===== config.mk =====
export PLATFORM = sky130hd
export DESIGN_NAME = dual_ctx_bank_map
export DESIGN_NICKNAME = d
export VERILOG_FILES = /design/src/rtl/bmap_pkg.sv /design/src/rtl/bmap_decode.sv /design/src/rtl/bmap_regs.sv /design/src/rtl/bmap_segsel.sv /design/src/rtl/dual_ctx_bank_map.sv
export SDC_FILE = /design/constraint.sdc
export NUM_CORES = 1
export LEC_CHECK = 0
export BUFFER_PORTS_ARGS = -buffer_cell sky130_fd_sc_hd__buf_2
export CORE_AREA = 8 8 82 55
export CTS_CLUSTER_DIAMETER = 80
export DETAILED_ROUTE_END_ITERATION = 10
export DIE_AREA = 0 0 90 63
export PLACE_DENSITY = 0.63
export SYNTH_ARGS = -nofsm -noshare
export SYNTH_HDL_FRONTEND = slang
export SYNTH_SLANG_ARGS = --single-unit

===== constraint.sdc =====
create_clock -name clk -period 1.9 [get_ports clk]
set_input_delay 0.095 -clock clk [delete_from_list [all_inputs] [get_ports clk]]
set_output_delay 0.095 -clock clk [all_outputs]
set_load 0.01 [all_outputs]

===== src/rtl/bmap_pkg.sv =====
package bmap_pkg;
  localparam int unsigned SEG_CNT = 4;
  localparam int unsigned SEG_W   = $clog2(SEG_CNT);
  localparam int unsigned WIN_CNT = 2;
  localparam int unsigned WIN_W   = $clog2(WIN_CNT);
  localparam int unsigned CTX_CNT = 2;
  localparam int unsigned SLOT_CNT = CTX_CNT * WIN_CNT;
  localparam int unsigned OFF_W   = 13;
  localparam int unsigned IDX_W   = 3;

  typedef enum logic [IDX_W-1:0] {
    SLOT_ENABLE = 3'd0,
    SLOT_CPU_W0 = 3'd1,
    SLOT_CPU_W1 = 3'd2,
    SLOT_VID_W0 = 3'd3,
    SLOT_VID_W1 = 3'd4
  } ctl_slot_e;

  typedef enum logic {CTX_CPU = 1'b0, CTX_VID = 1'b1} ctx_e;

  typedef struct packed {
    logic rom;
    logic nvram;
    logic snd;
    logic ram;
    logic ctl;
  } sel_t;
endpackage


===== src/rtl/bmap_decode.sv =====
module bmap_decode
  import bmap_pkg::*;
#(
  parameter int unsigned AW = 16
) (
  input  logic [AW-1:0]      addr,
  input  logic               ram_en,
  input  logic               snd_en,
  output sel_t               sel,
  output logic [WIN_W-1:0]   win,
  output logic [IDX_W-1:0]   slot
);
  localparam logic [AW-1:0] ROM_LO  = AW'(16'h3000);
  localparam logic [AW-1:0] ROM_HI  = AW'(16'h3FFF);
  localparam logic [AW-1:0] NV_LO   = AW'(16'h1000);
  localparam logic [AW-1:0] NV_HI   = AW'(16'h17FF);
  localparam logic [AW-1:0] SND_LO  = AW'(16'h0450);
  localparam logic [AW-1:0] SND_HI  = AW'(16'h045F);
  localparam logic [AW-1:0] CTL_LO  = AW'(16'h0470);
  localparam logic [AW-1:0] CTL_HI  = AW'(16'h0470 + SLOT_CNT);
  localparam logic [AW-1:0] RAM_LO  = AW'(16'h4000);
  localparam logic [AW-1:0] RAM_HI  = AW'(16'h7FFF);

  function automatic logic in_span(input logic [AW-1:0] a,
                                   input logic [AW-1:0] lo,
                                   input logic [AW-1:0] hi);
    return (a >= lo) && (a <= hi);
  endfunction

  logic [AW-1:0] ctl_off;

  always_comb begin
    sel.rom   = in_span(addr, ROM_LO, ROM_HI);
    sel.nvram = in_span(addr, NV_LO, NV_HI);
    sel.snd   = snd_en && in_span(addr, SND_LO, SND_HI);
    sel.ram   = ram_en && in_span(addr, RAM_LO, RAM_HI);
    sel.ctl   = in_span(addr, CTL_LO, CTL_HI);
  end

  assign ctl_off = addr - CTL_LO;
  assign slot    = ctl_off[IDX_W-1:0];
  assign win     = addr[OFF_W +: WIN_W];
endmodule


===== src/rtl/bmap_regs.sv =====
module bmap_regs
  import bmap_pkg::*;
#(
  parameter int unsigned DW = 8
) (
  input  logic                             clk,
  input  logic                             rst_n,
  input  logic                             wr_stb,
  input  logic [IDX_W-1:0]                 slot,
  input  logic [DW-1:0]                    wr_data,
  output logic [1:0]                       en_q,
  output logic [SLOT_CNT-1:0][SEG_W-1:0]   map_q,
  output logic [DW-1:0]                    rd_val
);
  logic unused_hi;
  assign unused_hi = ^wr_data[DW-1:2];

  always_ff @(posedge clk or negedge rst_n) begin
    if (!rst_n) begin
      en_q <= '0;
    end else if (wr_stb && slot == SLOT_ENABLE) begin
      en_q <= wr_data[1:0];
    end
  end

  for (genvar s = 0; s < SLOT_CNT; s++) begin : g_slot
    localparam logic [SEG_W-1:0] RST_SEG = SEG_W'(s % WIN_CNT);
    localparam logic [IDX_W-1:0] MY_IDX  = IDX_W'(s + 1);
    always_ff @(posedge clk or negedge rst_n) begin
      if (!rst_n) begin
        map_q[s] <= RST_SEG;
      end else if (wr_stb && slot == MY_IDX) begin
        map_q[s] <= wr_data[SEG_W-1:0];
      end
    end
  end

  always_comb begin
    rd_val = '0;
    if (slot == SLOT_ENABLE) begin
      rd_val[1:0] = en_q;
    end else begin
      for (int s = 0; s < SLOT_CNT; s++) begin
        if (slot == IDX_W'(s + 1)) rd_val[SEG_W-1:0] = map_q[s];
      end
    end
  end
endmodule


===== src/rtl/bmap_segsel.sv =====
module bmap_segsel
  import bmap_pkg::*;
(
  input  logic [SLOT_CNT-1:0][SEG_W-1:0] map_q,
  input  logic                           halt,
  input  logic [WIN_W-1:0]               win,
  output logic [SEG_W-1:0]               seg
);
  ctx_e ctx;
  logic [CTX_CNT-1:0][SEG_W-1:0] per_ctx;

  assign ctx = halt ? CTX_VID : CTX_CPU;

  for (genvar c = 0; c < CTX_CNT; c++) begin : g_ctx
    assign per_ctx[c] = map_q[c*WIN_CNT + int'(win)];
  end

  assign seg = per_ctx[ctx];
endmodule


===== src/rtl/dual_ctx_bank_map.sv =====
module dual_ctx_bank_map
  import bmap_pkg::*;
#(
  parameter int unsigned ABUS_W = 16,
  parameter int unsigned DBUS_W = 8,
  localparam int unsigned SA_W  = SEG_W + OFF_W
) (
  input  logic              clk,
  input  logic              rst_n,
  input  logic [ABUS_W-1:0] addr,
  input  logic              rw_n,
  input  logic              halt,
  input  logic              cyc_valid,
  input  logic [DBUS_W-1:0] wr_data,
  output logic [DBUS_W-1:0] rd_data,
  output logic              rd_oe,
  output logic [SA_W-1:0]   sram_addr,
  output logic              sram_ce,
  output logic              sram_we,
  output logic              rom_ce,
  output logic              nvram_ce,
  output logic              snd_ce
);
  sel_t                          sel;
  logic [WIN_W-1:0]              win;
  logic [IDX_W-1:0]              slot;
  logic [1:0]                    en_q;
  logic [SLOT_CNT-1:0][SEG_W-1:0] map_q;
  logic [SLOT_CNT*SEG_W-1:0]     map_flat;
  logic [DBUS_W-1:0]             rd_val;
  logic [SEG_W-1:0]              seg;
  logic                          cpu_owns;
  logic                          wr_stb;

  assign cpu_owns = ~halt;
  assign wr_stb   = cyc_valid & ~rw_n & cpu_owns & sel.ctl;
  assign map_flat = map_q;

  bmap_decode #(.AW(ABUS_W)) u_dec (
    .addr   (addr),
    .ram_en (en_q[0]),
    .snd_en (en_q[1]),
    .sel    (sel),
    .win    (win),
    .slot   (slot)
  );

  bmap_regs #(.DW(DBUS_W)) u_regs (
    .clk     (clk),
    .rst_n   (rst_n),
    .wr_stb  (wr_stb),
    .slot    (slot),
    .wr_data (wr_data),
    .en_q    (en_q),
    .map_q   (map_q),
    .rd_val  (rd_val)
  );

  bmap_segsel u_seg (
    .map_q (map_q),
    .halt  (halt),
    .win   (win),
    .seg   (seg)
  );

  assign sram_addr = {seg, addr[OFF_W-1:0]};
  assign sram_ce   = sel.ram;
  assign sram_we   = sel.ram & ~rw_n & cpu_owns;
  assign rom_ce    = sel.rom;
  assign nvram_ce  = sel.nvram;
  assign snd_ce    = sel.snd;
  assign rd_oe     = sel.ctl & rw_n & cpu_owns;
  assign rd_data   = rd_oe ? rd_val : '0;
endmodule


# Word-level counts from Yosys, hierarchy flattened
# Cells that the tools add are included.
word_totals:
  ff_bits: 10
  in_bits: 29
  out_inout_bits: 29
  wordCells: 59
op_classes:
  addsub: 2
  n_lt_le_gt_ge: 13
  eq_ne: 4
  muxes: 13
  bitwise_logic: 9
  reduce_logical: 13
op_table:
  columns: ["operator", "n"]
  rows:
  - ["greater-or-equal comparator 16 x 11 -> 1 bit (second input constant)", 2]
  - ["less-or-equal comparator 16 x 11 -> 1 bit (second input constant)", 2]
  - ["less-than comparator 32 x 3 -> 1 bit (second input constant)", 1]
  - ["2-to-1 mux 2 bit", 11]
  - ["greater-or-equal comparator 16 x 13 -> 1 bit (second input constant)", 1]
  - ["greater-or-equal comparator 16 x 14 -> 1 bit (second input constant)", 1]
  - ["greater-or-equal comparator 16 x 15 -> 1 bit (second input constant)", 1]
  - ["less-or-equal comparator 16 x 13 -> 1 bit (second input constant)", 1]
  - ["less-or-equal comparator 16 x 14 -> 1 bit (second input constant)", 1]
  - ["less-or-equal comparator 16 x 15 -> 1 bit (second input constant)", 1]
  - ["logical AND 1 bit", 12]
  - ["AND 1 bit", 7]
  - ["equality test 3 x 2 -> 1 bit (second input constant)", 2]
  - ["binary-select mux 2 bit (select 2 bit)", 1]
  - ["adder 2 x 1 -> 3 bit (first input constant)", 1]
  - ["equality test 3 x 1 -> 1 bit (second input constant)", 1]
  - ["equality test 3 bit (second input constant)", 1]
  - ["zero test 3 bit", 1]
  - ["less-than comparator 1 x 3 -> 1 bit (second input constant)", 1]
  - ["subtractor 3 x 1 -> 3 bit (second input constant)", 1]
  - ["less-than comparator 1 x 2 -> 1 bit (second input constant)", 1]
  - ["inverter 1 bit", 2]
  - ["2-to-1 mux 1 bit", 1]

# Logic depth before layout (Yosys ltp)
# Gate-level depths: netlist of the first run.
logic_depth:
  ltp_word: 8
  mapped_depth: 5
  mapped_depth_nobuf: 4

# Cells and area by module
# From an unflattened synthesis of the first run, not the netlist that was laid out.
unflattened:
  hier_cells: 93
  hier_area_um2: 975.9
modules_own_cells:
  columns: ["module", "n_inst", "cells_each", "area_each_um2", "seq_area_each_um2"]
  rows:
  - ["bmap_regs", 1, 48, 591.8, 252.7]
  - ["dual_ctx_bank_map", 1, 26, 224.0, 0.0]
  - ["bmap_decode", 1, 17, 107.6, 0.0]
  - ["bmap_segsel", 1, 2, 52.6, 0.0]

# Worst setup path after synthesis of the first run
# OpenSTA, ideal clock, no wires.
synth_path:
  path_kind: "input -> register"
  from: "input port addr[12]"
  to: "register u_regs.map_q[0] (netlist bit)"
  setup_time_ns: 0.128
  t_arrival_ns: 1.649
  t_required_ns: 1.772
  setup_slack_ns: 0.123
  stages: 4
  n_path_buf: 0
  cell_sequence: "or3_4 -> or4b_4 -> nor4_4 -> mux2_1"
synth_via:
  elab_chain_len: 4
  elab_cells_between_ends: 5
  cone_classes: "2 x order compare; 1 x bitwise; 2 x reduce/logical"
synth_rtl:
  columns: ["item", "line_no", "rtl"]
  rows:
  - ["start: declaration", "dual_ctx_bank_map.sv:10", "input logic [ABUS_W-1:0] addr,"]
  - ["greater-or-equal comparator 16 x 11 -> 1 bit / less-or-equal comparator 16 x 11 -> 1 bit (equally long branches)", "bmap_decode.sv:27", "return (a >= lo) && (a <= hi);"]
  - ["logical AND 1 bit *", "bmap_decode.sv:27", null]
  - ["AND 1 bit *", "dual_ctx_bank_map.sv:36", "assign wr_stb = cyc_valid & ~rw_n & cpu_owns & sel.ctl;"]
  - ["logical AND 1 bit *", "bmap_regs.sv:32", "end else if (wr_stb && slot == MY_IDX) begin"]
  - ["end signal: indexed assignment", "bmap_regs.sv:33", "map_q[s] <= wr_data[SEG_W-1:0];"]
  - ["end: declaration", "bmap_regs.sv:12", "output logic [SLOT_CNT-1:0][SEG_W-1:0] map_q,"]
# Mark *: on every way between the ends. The rest lies on a longest branch, timed or not.
# A chain may end at the register's enable or synchronous reset.

# Final worst setup path of the first run
layout_path:
  from: "input port addr[12]"
  to: "register u_regs.map_q[7] (netlist bit)"
# The elaborated chain is that of the path after synthesis.

==> metrics.csv, run 1 <==
metric,value,unit
critical_path.slowest_cell,or4b_4,
vias_per_cell,4.38,
crit_path_cells,buf_2 > or3_4 > or4b_4 > nor3_2 > mux2_2,
insertion_delay,0.23,ns
die_area,5670,µm²
layout-drive-gt1-share,0.624,
synth_top_cells_by_area,"dfrtp_1 (21%), buf_4 (15%), mux2_2 (7.2%)",
comb_power_share,0.181,
final.min_clock_period,1.74,ns
tritoncts,built,
track_usage,0.0844,
detail_route.wl_per_cell,13.7,µm
path_clk_slew,0.05,ns
per_instance_average_area_after_synthesis,10.8,µm²
crit_required,2.02,ns
hold_viol,0,
numPlacedInstances,167,
netlist.top_cell.by_area,dfrtp_1,
number_of_clock_sinks,10,
initial_utilization,0.275,
seq_area_frac_synth,0.270,
drc,0,
pwr-share-seq,0.370,
dr_pass1_iterations,3,
setup-violations-final,0,
drv.max_cap_violation_count,0,
synth-seq-cells,10,
ys_types,33,
critPathLaunchType,input port,
routed_wl,2360,µm
hpwlAfterDp,2140,µm
rsz0062_at_grt,no,
outcome,completed,
max_freq,0.574,GHz
drt_iter0_drc,16,
first_global_vias,793,
route.vias.total,753,
cts_setup_buffers,0,
io_buffers,45,
final_min_period_over_clock_period,0.917,
worstSetupEndpointType,flip-flop,
grt_pass1_wl,3980,µm
synth.cell_area,937,µm²
antenna_cells_inserted,0,
cp.arrival,1.86,ns
power_switching,138,µW
irDropWorstVdd,0.614,mV
placedInstanceArea,1120,µm²
final_design_area_no_fill,1190,µm²
floorplan.io_pins,58,
grt_antenna_before_repair,0,
final_net_count,155,
final_antenna_net_count,0,
area_growth_syn_to_layout,27.0,%
row_count,17,
yosysWarnings,0,
finalNonFillerCells,172,
chipHeight,63,µm
grt_max_degree,14,
synthCells,87,
skew,0,ns
synthDominantCellAreaShare,0.214,
core-area,3400,µm²
pwr-share-clk,0.449,
clockBufferDepth,2,
finalHoldWorstSlack,0.150,ns
leakage,0.000617,µW
ctsHtreeMaxLevel,1,
critical_path_peak_fanout,5,
maxSlewViolCount,0,
hold_path_class,in2reg,
critical_path.max_stage_delay,0.60,ns
tritoncts.num_buffers,3,
internal_power,439,µW
chipWidth,90,µm
cellPowerDensity,485,nW/µm²
cts_root_buffer,clkbuf_8,
worst_setup_path_class,in2reg,
power_switching_share,0.239,
finalWeightedCongestion,0.788,
grt-ovfl-total,0,
## state kept, by name, indices dropped and copies added (netlist names)
signal / count
u_regs.en_q: 2
u_regs.map_q: 8
## path summary, 6_finish.rpt
| check | startpoint | endpoint | slack [ns] | cells after the start |
|---|---|---|---|---|
| max | addr[12] | u_regs.map_q[7] | 0.16 | 5 |
| min | wr_data[1] | u_regs.map_q[1] | 0.15 | 2 |
| max reg2reg | u_regs.map_q[3] | u_regs.map_q[3] | 1.09 | 1 |
| min reg2reg | u_regs.map_q[1] | u_regs.map_q[1] | 0.52 | 1 |
| max in group asynchronous | rst_n | u_regs.map_q[6] | 1.41 | 2 |
| min in group asynchronous | rst_n | u_regs.map_q[4] | 0.23 | 2 |
## stage by stage
stage / TNS [ns] / setup WS (ns) / total power (µW) / utilization
6_report: 0 / 0.158 / 578 / 0.350
5_1_grt: 0 / 0.0791 / 604 / 0.350
4_1_cts: 0 / 0.150 / 581 / 0.350
3_5_place_dp: -0.550 / -0.0934 / 321 / 0.331
3_3_place_gp: -0.317 / -0.0590 / 318 / 0.331
2_1_floorplan: 0 / 0.123 / 292 / -
## power by group through the flow
stage                     Combinational (µW)  Sequential, µW  Clock, µW
after global routing                     115             214        276
after global placement                   101             217          0
after detailed placement                 104             217          0
final                                    105             214        259
after floorplan                         75.4             217          0
after CTS                                105             214        262
## worst max-delay path: cells and delay by family
kind | cells | cell delay (ns)
buffers and inverters | 1 | 0.10
muxes | 1 | 0.38
and+or+nand+nor | 3 | 1.28
## cell usage after synthesis, drive strengths merged
library cell and number:
nand2 4, nor2 3, nor4b 1, a21oi 4
nand2b 5, buf 20, dfstp 2, and4b 1
nor3 2, dfrtp 8, a211oi 2, or3 1
nand3 2, mux2 10, mux2i 2, or2 1
a2111o 1, or2b 2, clkdlybuf4s15 1, conb 1
nor3b 1, clkbuf 1, inv 1, nor4 5
or4b 1, and2 1, and3b 1, nand4b 1
mux4 2
## routing by layer
| metal | GRT usage | share of wire | vias up |
|---|---|---|---|
| li1 | - | - | 368 |
| met1 | 0.0959 | 0.42 | 366 |
| met2 | 0.150 | 0.52 | 15 |
| met3 | 0.0252 | 0.048 | 4 |
| met4 | 0.0227 | 0.011 | 0 |
| met5 | 0 | 0 | - |
## final cells by class
cell class,instances,area [µm²]
fillers,368,2210
repair buffers,51,285
clock buffers,4,55.1
inverters,1,3.75
multi-input cells,59,534
well taps,47,58.8
flip-flops and latches,10,253
## cells in the final DEF (no fill, tap or decap), types with 2 or more instances in the layout
master	instances
mux2_2	6
nor4_4	3
nor2_1	3
dfrtp_1	8
dfstp_2	2
nand3_1	2
conb_1	6
buf_4	4
a211oi_1	2
buf_2	45
nand2_1	4
mux2i_1	2
nand2b_1	5
mux4_2	2
nor4_2	2
or2b_2	2
a21oi_1	4
clkbuf_8	4
mux2_1	4
## repair_timing
action                    4_1_cts  5_1_grt
hold buffers                    1        0
hold endpoints to repair       10        0
gates resized for setup         0        0
## kinds of logic after synthesis
kind of cell / after synthesis / share of synthesized area
AOI/OAI and AO/OA: 7 / 0.0494
other: 1 / 0.00400
muxes: 14 / 0.190
buffers and inverters: 23 / 0.180
DFF: 10 / 0.270
and+or+nand+nor: 32 / 0.307
Note: power is estimated with default switching activity, not from simulation.
==> run 2: changes to the inputs <==
--- a/config.mk
+++ b/config.mk
@@ -6,11 +6,14 @@
 export NUM_CORES = 1
 export LEC_CHECK = 0
 export BUFFER_PORTS_ARGS = -buffer_cell sky130_fd_sc_hd__buf_2
-export CORE_AREA = 8 8 82 55
+export CELL_PAD_IN_SITES_DETAIL_PLACEMENT = 1
+export CELL_PAD_IN_SITES_GLOBAL_PLACEMENT = 1
+export CORE_AREA = 8 8 83 56
 export CTS_CLUSTER_DIAMETER = 80
 export DETAILED_ROUTE_END_ITERATION = 10
-export DIE_AREA = 0 0 90 63
-export PLACE_DENSITY = 0.63
+export DIE_AREA = 0 0 91 64
+export PLACE_DENSITY_LB_ADDON = 0.1
 export SYNTH_ARGS = -nofsm -noshare
 export SYNTH_HDL_FRONTEND = slang
+export SYNTH_HIERARCHICAL = 1
 export SYNTH_SLANG_ARGS = --single-unit
==> run 2 against run 1 <==
  * Via count grew 4.9%
  * Worst setup slack lost 0.066 ns
  * Design area grew 4.7%
  * Maximum frequency shrank 3.7%
  * Synthesized cell count grew 6.9%
  * First-iteration DRC count grew 110%
  * Flip-flop and latch count is the same
  * Critical endpoint is now u_regs/map_q[3]
==> metrics.csv, run 2 <==
metric,value,unit,change
outcome,completed,,
dr_pass1_iterations,2,,-1
power_switching_share,0.239,,-0.000424
routed_wl,2810,µm,+19%
pwr-share-clk,0.397,,-0.052
seq_area_frac_synth,0.259,,-0.0107
ctsHtreeMaxLevel,1,,unchanged
synth.cells.most_frequent,"buf_4 (23), mux2_2 (10), and4b_1 (8), dfrtp_1 (8), mux2i_1 (4)",,
cellPowerDensity,436,nW/µm²,-10%
asyncSetResetFlopFracSynth,1.00,,unchanged
largest_register_ffs,8,,unchanged
pwr-share-seq,0.393,,+0.023
reg2reg_launch_point,u_regs/en_q[1],,
whs_path_depth,2,,unchanged
synth_most_common_cell,buf_4,,
crit_path_start,addr[15],,
core-area,3450,µm²,+1.2%
grt_max_degree,14,,unchanged
hold_viol,0,,unchanged
hold_path_class,in2reg,,
grt-ovfl-total,0,,unchanged
io_buffers,45,,unchanged
grt_pass1_wl,4530,µm,+14%
largest_registers_in_the_final_layout,"u_regs/map_q x8, u_regs/en_q x2",,
comb_power_share,0.210,,+0.029
leakage,0.000658,µW,+6.8%
chipWidth,91,µm,+1.1%
yosysWarnings,6,,+6
antenna_cells_inserted,0,,unchanged
tritoncts.num_buffers,3,,unchanged
synth_top_cells_by_area,"dfrtp_1 (21%), buf_4 (18%), mux2_2 (12%)",,
drc,0,,unchanged
final.min_clock_period,1.81,ns,+0.0664 ns
grt_antenna_before_repair,0,,unchanged
crit_required,2.01,ns,about the same
worstSetupEndpointType,flip-flop,,
finalWeightedCongestion,0.763,,-3.1%
internal_power,414,µW,-5.8%
synth_top_flop_cell,dfrtp_1,,
power_switching,130,µW,-6.0%
floorplan.io_pins,58,,unchanged
post-route-worst-setup-slack,0.0915,ns,-0.0664 ns
setup-violations-final,0,,unchanged
drv.max_cap_violation_count,0,,unchanged
die_area,5820,µm²,+2.7%
placedInstanceArea,1140,µm²,+1.0%
per_instance_average_area_after_synthesis,10.5,µm²,-2.6%
tritoncts,built,,
final_net_count,159,,+2.6%
rr_worst_depth,1,,unchanged
final_design_area_no_fill,1250,µm²,+4.7%
max_freq,0.553,GHz,-3.7%
first_global_vias,865,,+9.1%
post-route-util,0.362,,+0.0120
place_worst_setup_slack,-0.295,ns,-0.202 ns
top_register,u_regs/map_q,,
synthDominantCellAreaShare,0.205,,-0.00849
layout_commonest_cell,buf_2,,
synth.cell_area,976,µm²,+4.1%
row_count,17,,unchanged
synthCells,93,,+6.9%
track_usage,0.0942,,+0.00982
critPathLaunchType,input port,,
number_of_clock_sinks,10,,unchanged
final_antenna_net_count,0,,unchanged
ys_types,29,,-12%
clockBufferDepth,2,,unchanged
layout-drive-gt1-share,0.612,,-0.0116
reg2reg_to,u_regs/en_q[1],,
netlist.top_cell.by_area,dfrtp_1,,
power,544,µW,-5.8%
cts_setup_buffers,0,,unchanged
irDropWorstVdd,0.297,mV,-52%
synth-edff-count,0,,unchanged
crit_path_end,u_regs/map_q[3],,
chipHeight,64,µm,+1.6%
mostFrequentLayoutCells,"buf_2 (44), buf_4 (9), mux2_2 (9)",,
fillers,409,,+11%
cts_root_buffer,clkbuf_8,,
maxSlewViolCount,0,,unchanged
insertion_delay,0.23,ns,about the same
worst_setup_path_class,in2reg,,
initial_utilization,0.283,,+0.00786
path_clk_slew,0.04,ns,about the same
detail_route.wl_per_cell,15.9,µm,+16%
r2r_slack,1.10,ns,about the same
drt_iter0_drc,34,,+18
cp.arrival,1.91,ns,+0.05 ns
fin_setup_tns,0,ns,unchanged
vias_per_cell,4.49,,+2.5%
skew,0,ns,unchanged
area_growth_syn_to_layout,27.7,%,
critical_path_peak_fanout,3,,-2
route.vias.total,790,,+4.9%
hpwlAfterDp,2410,µm,+13%
final_min_period_over_clock_period,0.952,,+0.0349
synth-seq-cells,10,,unchanged
run 2: changes by cell type after synthesis, moves of 3 or more:
cell      change
a21oi_1       -3
mux2_2        +4
nor4_4        -3
mux2_1        -4
and4b_1       +8
nand2b_1      -5
buf_4         +4
run 2: area by class of cell:
type                    instances  area [µm²]  area share
multi-input cells              60         581       0.466
repair buffers                 55         309       0.248
flip-flops and latches         10         253       0.203
well taps                      47        58.8      0.0472
clock buffers                   4        45.0      0.0361
run 2: stage by stage:
step	instances	hold WS [ns]
after floorplan	98	-0.201
after global placement	171	-0.0394
after detailed placement	171	-0.0371
after CTS	176	0.169
after global routing	176	0.183
final	176	0.173
run 2: kinds of logic (layout without fill, tap and decap cells):
kind of cell           after synthesis  in the layout  synth area share
buffers and inverters               28             59             0.215
AOI/OAI and AO/OA                    4              4            0.0269
muxes                               16             16             0.210
and+or+nand+nor                     34             34             0.285
DFF                                 10             10             0.259
other                                1              6           0.00384
run 2: repair_timing:
item | in CTS | in global routing
hold buffers | 1 | 0
setup endpoints to repair | 4 | 8
hold endpoints to repair | 10 | 0
pin swaps | 0 | 5
gates resized for setup | 3 | 7
gates cloned | 0 | 0
run 2: power groups by stage:
stage | Clock [µW] | Combinational, µW | Sequential [µW]
2_1_floorplan | 0 | 75.8 | 217
6_report | 216 | 114 | 214
3_3_place_gp | 0 | 104 | 217
5_1_grt | 237 | 125 | 214
4_1_cts | 223 | 109 | 214
3_5_place_dp | 0 | 105 | 217
run 2: worst min path at each step:
stage	endpoint	start	slack [ns]
floorplan	u_regs/en_q[0]	rst_n	-0.20
global placement	u_regs/en_q[1]	rst_n	-0.04
detailed placement	u_regs/en_q[1]	rst_n	-0.04
CTS	u_regs/map_q[3]	wr_data[1]	0.17
global route	u_regs/map_q[7]	wr_data[1]	0.18
finish	u_regs/map_q[3]	wr_data[1]	0.17
run 2: layer usage:
metal / share of wire / routed length [µm] / GRT usage
met5: 0 / 0 / 0
met4: 0.0029 / 8 / 0.0243
met3: 0.041 / 114 / 0.0210
met2: 0.48 / 1340 / 0.154
met1: 0.48 / 1340 / 0.123
run 2: worst max-delay path, cell delays in order:
cell and delay, ns:
buf_2 0.11, nor4_2 0.27, nand4_1 0.15, and4bb_2 0.33
and4bb_2 0.29, nand2b_4 0.09, nor3b_4 0.25, mux2_4 0.32
==> run 3: changes to the inputs <==
--- a/config.mk
+++ b/config.mk
@@ -8,12 +8,12 @@
 export BUFFER_PORTS_ARGS = -buffer_cell sky130_fd_sc_hd__buf_2
 export CELL_PAD_IN_SITES_DETAIL_PLACEMENT = 1
 export CELL_PAD_IN_SITES_GLOBAL_PLACEMENT = 1
-export CORE_AREA = 8 8 83 56
+export CORE_AREA = 8 8 82 55
 export CTS_CLUSTER_DIAMETER = 80
 export DETAILED_ROUTE_END_ITERATION = 10
-export DIE_AREA = 0 0 91 64
+export DIE_AREA = 0 0 90 63
+export GPL_TIMING_DRIVEN = 0
 export PLACE_DENSITY_LB_ADDON = 0.1
 export SYNTH_ARGS = -nofsm -noshare
 export SYNTH_HDL_FRONTEND = slang
-export SYNTH_HIERARCHICAL = 1
 export SYNTH_SLANG_ARGS = --single-unit
==> run 3 against run 2 <==
  * Cell count rose by 8.5%
  * Die area is 2.6% lower
  * Global-route usage up 0.97 points
  * Power increased by 13%
  * Register-to-register slack hardly changed
  * Worst setup slack got worse by 0.018 ns
  * Wire length rose by 4.7%
  * Count of clock-buffer cells in the layout did not move
  * Hold slack got worse by 0.013 ns
  * Sequential power is essentially flat
  * Combinational power increased by 21%
==> metrics.csv, run 3 (synthesized netlist as in run 1, its figures left out) <==
metric,value,unit,change
tritoncts.num_buffers,3,,unchanged
grt_max_degree,11,,-3
grt_antenna_before_repair,0,,unchanged
die_area,5670,µm²,-2.6%
critical_path_peak_fanout,5,,+2
tritoncts,built,,
worst_hold_startpoint,wr_data[0],,
row_count,17,,unchanged
grt_pass1_wl,4690,µm,+3.4%
final_antenna_net_count,0,,unchanged
clockBufferDepth,2,,unchanged
outcome,completed,,
worstSetupEndpointType,flip-flop,,
irDropWorstVdd,0.338,mV,+14%
largest_register_ffs,8,,unchanged
first_global_vias,898,,+3.8%
detail_route.wl_per_cell,15.4,µm,-3.6%
finalNonFillerCells,191,,+8.5%
route.vias.total,850,,+7.6%
layout-drive-gt1-share,0.667,,+0.0543
drc,0,,unchanged
reg2reg_launch_point,u_regs.map_q[3],,
layout_commonest_cell,buf_2,,
cp.arrival,1.93,ns,+0.02 ns
critPathLaunchType,input port,,
whs_path_depth,2,,unchanged
max_freq,0.547,GHz,-1.0%
ctsHtreeMaxLevel,1,,unchanged
vias_per_cell,4.45,,-0.85%
hold_viol,0,,unchanged
floorplan.io_pins,58,,unchanged
crit_required,2.01,ns,about the same
initial_utilization,0.275,,-0.00786
finalHoldWorstSlack,0.160,ns,-0.0133 ns
post-route-worst-setup-slack,0.0734,ns,-0.0182 ns
mostFrequentLayoutCells,"buf_2 (45), buf_4 (22), dfrtp_1 (8)",,
final.min_clock_period,1.83,ns,+0.0182 ns
routed_wl,2940,µm,+4.7%
hpwlAfterDp,2610,µm,+8.3%
grt-ovfl-total,0,,unchanged
rsz0062_at_grt,no,,
area_growth_syn_to_layout,43.0,%,
cts_root_buffer,clkbuf_8,,
top_register,u_regs.map_q,,
holdPathEnd,u_regs.map_q[0],,
final_min_period_over_clock_period,0.961,,+0.00957
final_design_area_no_fill,1340,µm²,+7.5%
reg2reg_to,u_regs.map_q[3],,
number_of_clock_sinks,10,,unchanged
chipWidth,90,µm,-1.1%
drv.max_cap_violation_count,0,,unchanged
maxSlewViolCount,0,,unchanged
dr_pass1_iterations,4,,+2
antenna_cells_inserted,0,,unchanged
cellPowerDensity,457,nW/µm²,+4.7%
place_worst_setup_slack,-0.168,ns,+0.127 ns
finalWeightedCongestion,0.826,,+8.3%
leakage,0.000694,µW,+5.4%
track_usage,0.104,,+0.00975
chipHeight,63,µm,-1.6%
insertion_delay,0.23,ns,about the same
r2r_slack,1.09,ns,about the same
skew,0,ns,unchanged
largest_registers_in_the_final_layout,"u_regs.map_q x8, u_regs.en_q x2",,
placedInstanceArea,1230,µm²,+8.7%
setup-violations-final,0,,unchanged
rr_worst_depth,1,,unchanged
final_net_count,174,,+9.4%
numPlacedInstances,183,,+7.0%
io_buffers,44,,-2.2%
hold_path_class,in2reg,,
power,612,µW,+13%
path_clk_slew,0.04,ns,about the same
worst_setup_path_class,in2reg,,
core-area,3400,µm²,-1.2%
drt_iter0_drc,26,,-24%
## run 3: per-layer routing
layer	part of all wire	routed length, µm	up-vias	track usage
met5	0	0	-	0
met4	0.011	31	0	0.0433
met3	0.058	169	4	0.0276
met2	0.50	1460	27	0.168
met1	0.43	1280	415	0.127
li1	-	-	404	-
## run 3: report_power, final
group	internal, µW	switching, µW
clock network	182	78.1
logic	68.5	70.0
registers	214	0.0194
## run 3: worst max-delay path by stage
stage	from	to	cells after the start
6_report	addr[12]	u_regs.map_q[3]	5
5_1_grt	addr[1]	rd_data[1]	5
4_1_cts	addr[14]	rd_data[1]	6
3_5_place_dp	addr[12]	u_regs.map_q[3]	5
3_3_place_gp	addr[12]	u_regs.en_q[0]	5
2_1_floorplan	addr[12]	u_regs.map_q[0]	4
## run 3: repair_timing
item | CTS | global route
hold endpoints to repair | 10 | 0
buffers inserted | 0 | 3
gates resized for setup | 1 | 1
hold buffers | 1 | 0
setup endpoints to repair | 2 | 3
pin swaps | 0 | 2
## run 3: metrics by stage
step | setup TNS [ns] | utilization
global placement | -1.20 | 0.363
global route | 0 | 0.394
finish | 0 | 0.394
floorplan | 0 | -
detailed placement | -1.58 | 0.363
CTS | 0 | 0.385
## run 3: worst max-delay path: stages
cell and delay [ns]:
buf_2 0.13, or3_4 0.41, or4b_4 0.62, nor4_4 0.33, mux2_1 0.36
## run 3: area by class of cell
cell class	instances	area, µm²
Buffer	22	165
Clock buffer	4	55.1
Fill cell	407	2060
Inverter	1	3.75
Multi-Input combinational cell	59	552
Sequential cell	10	253
Tap cell	47	58.8
Timing Repair Buffer	48	253
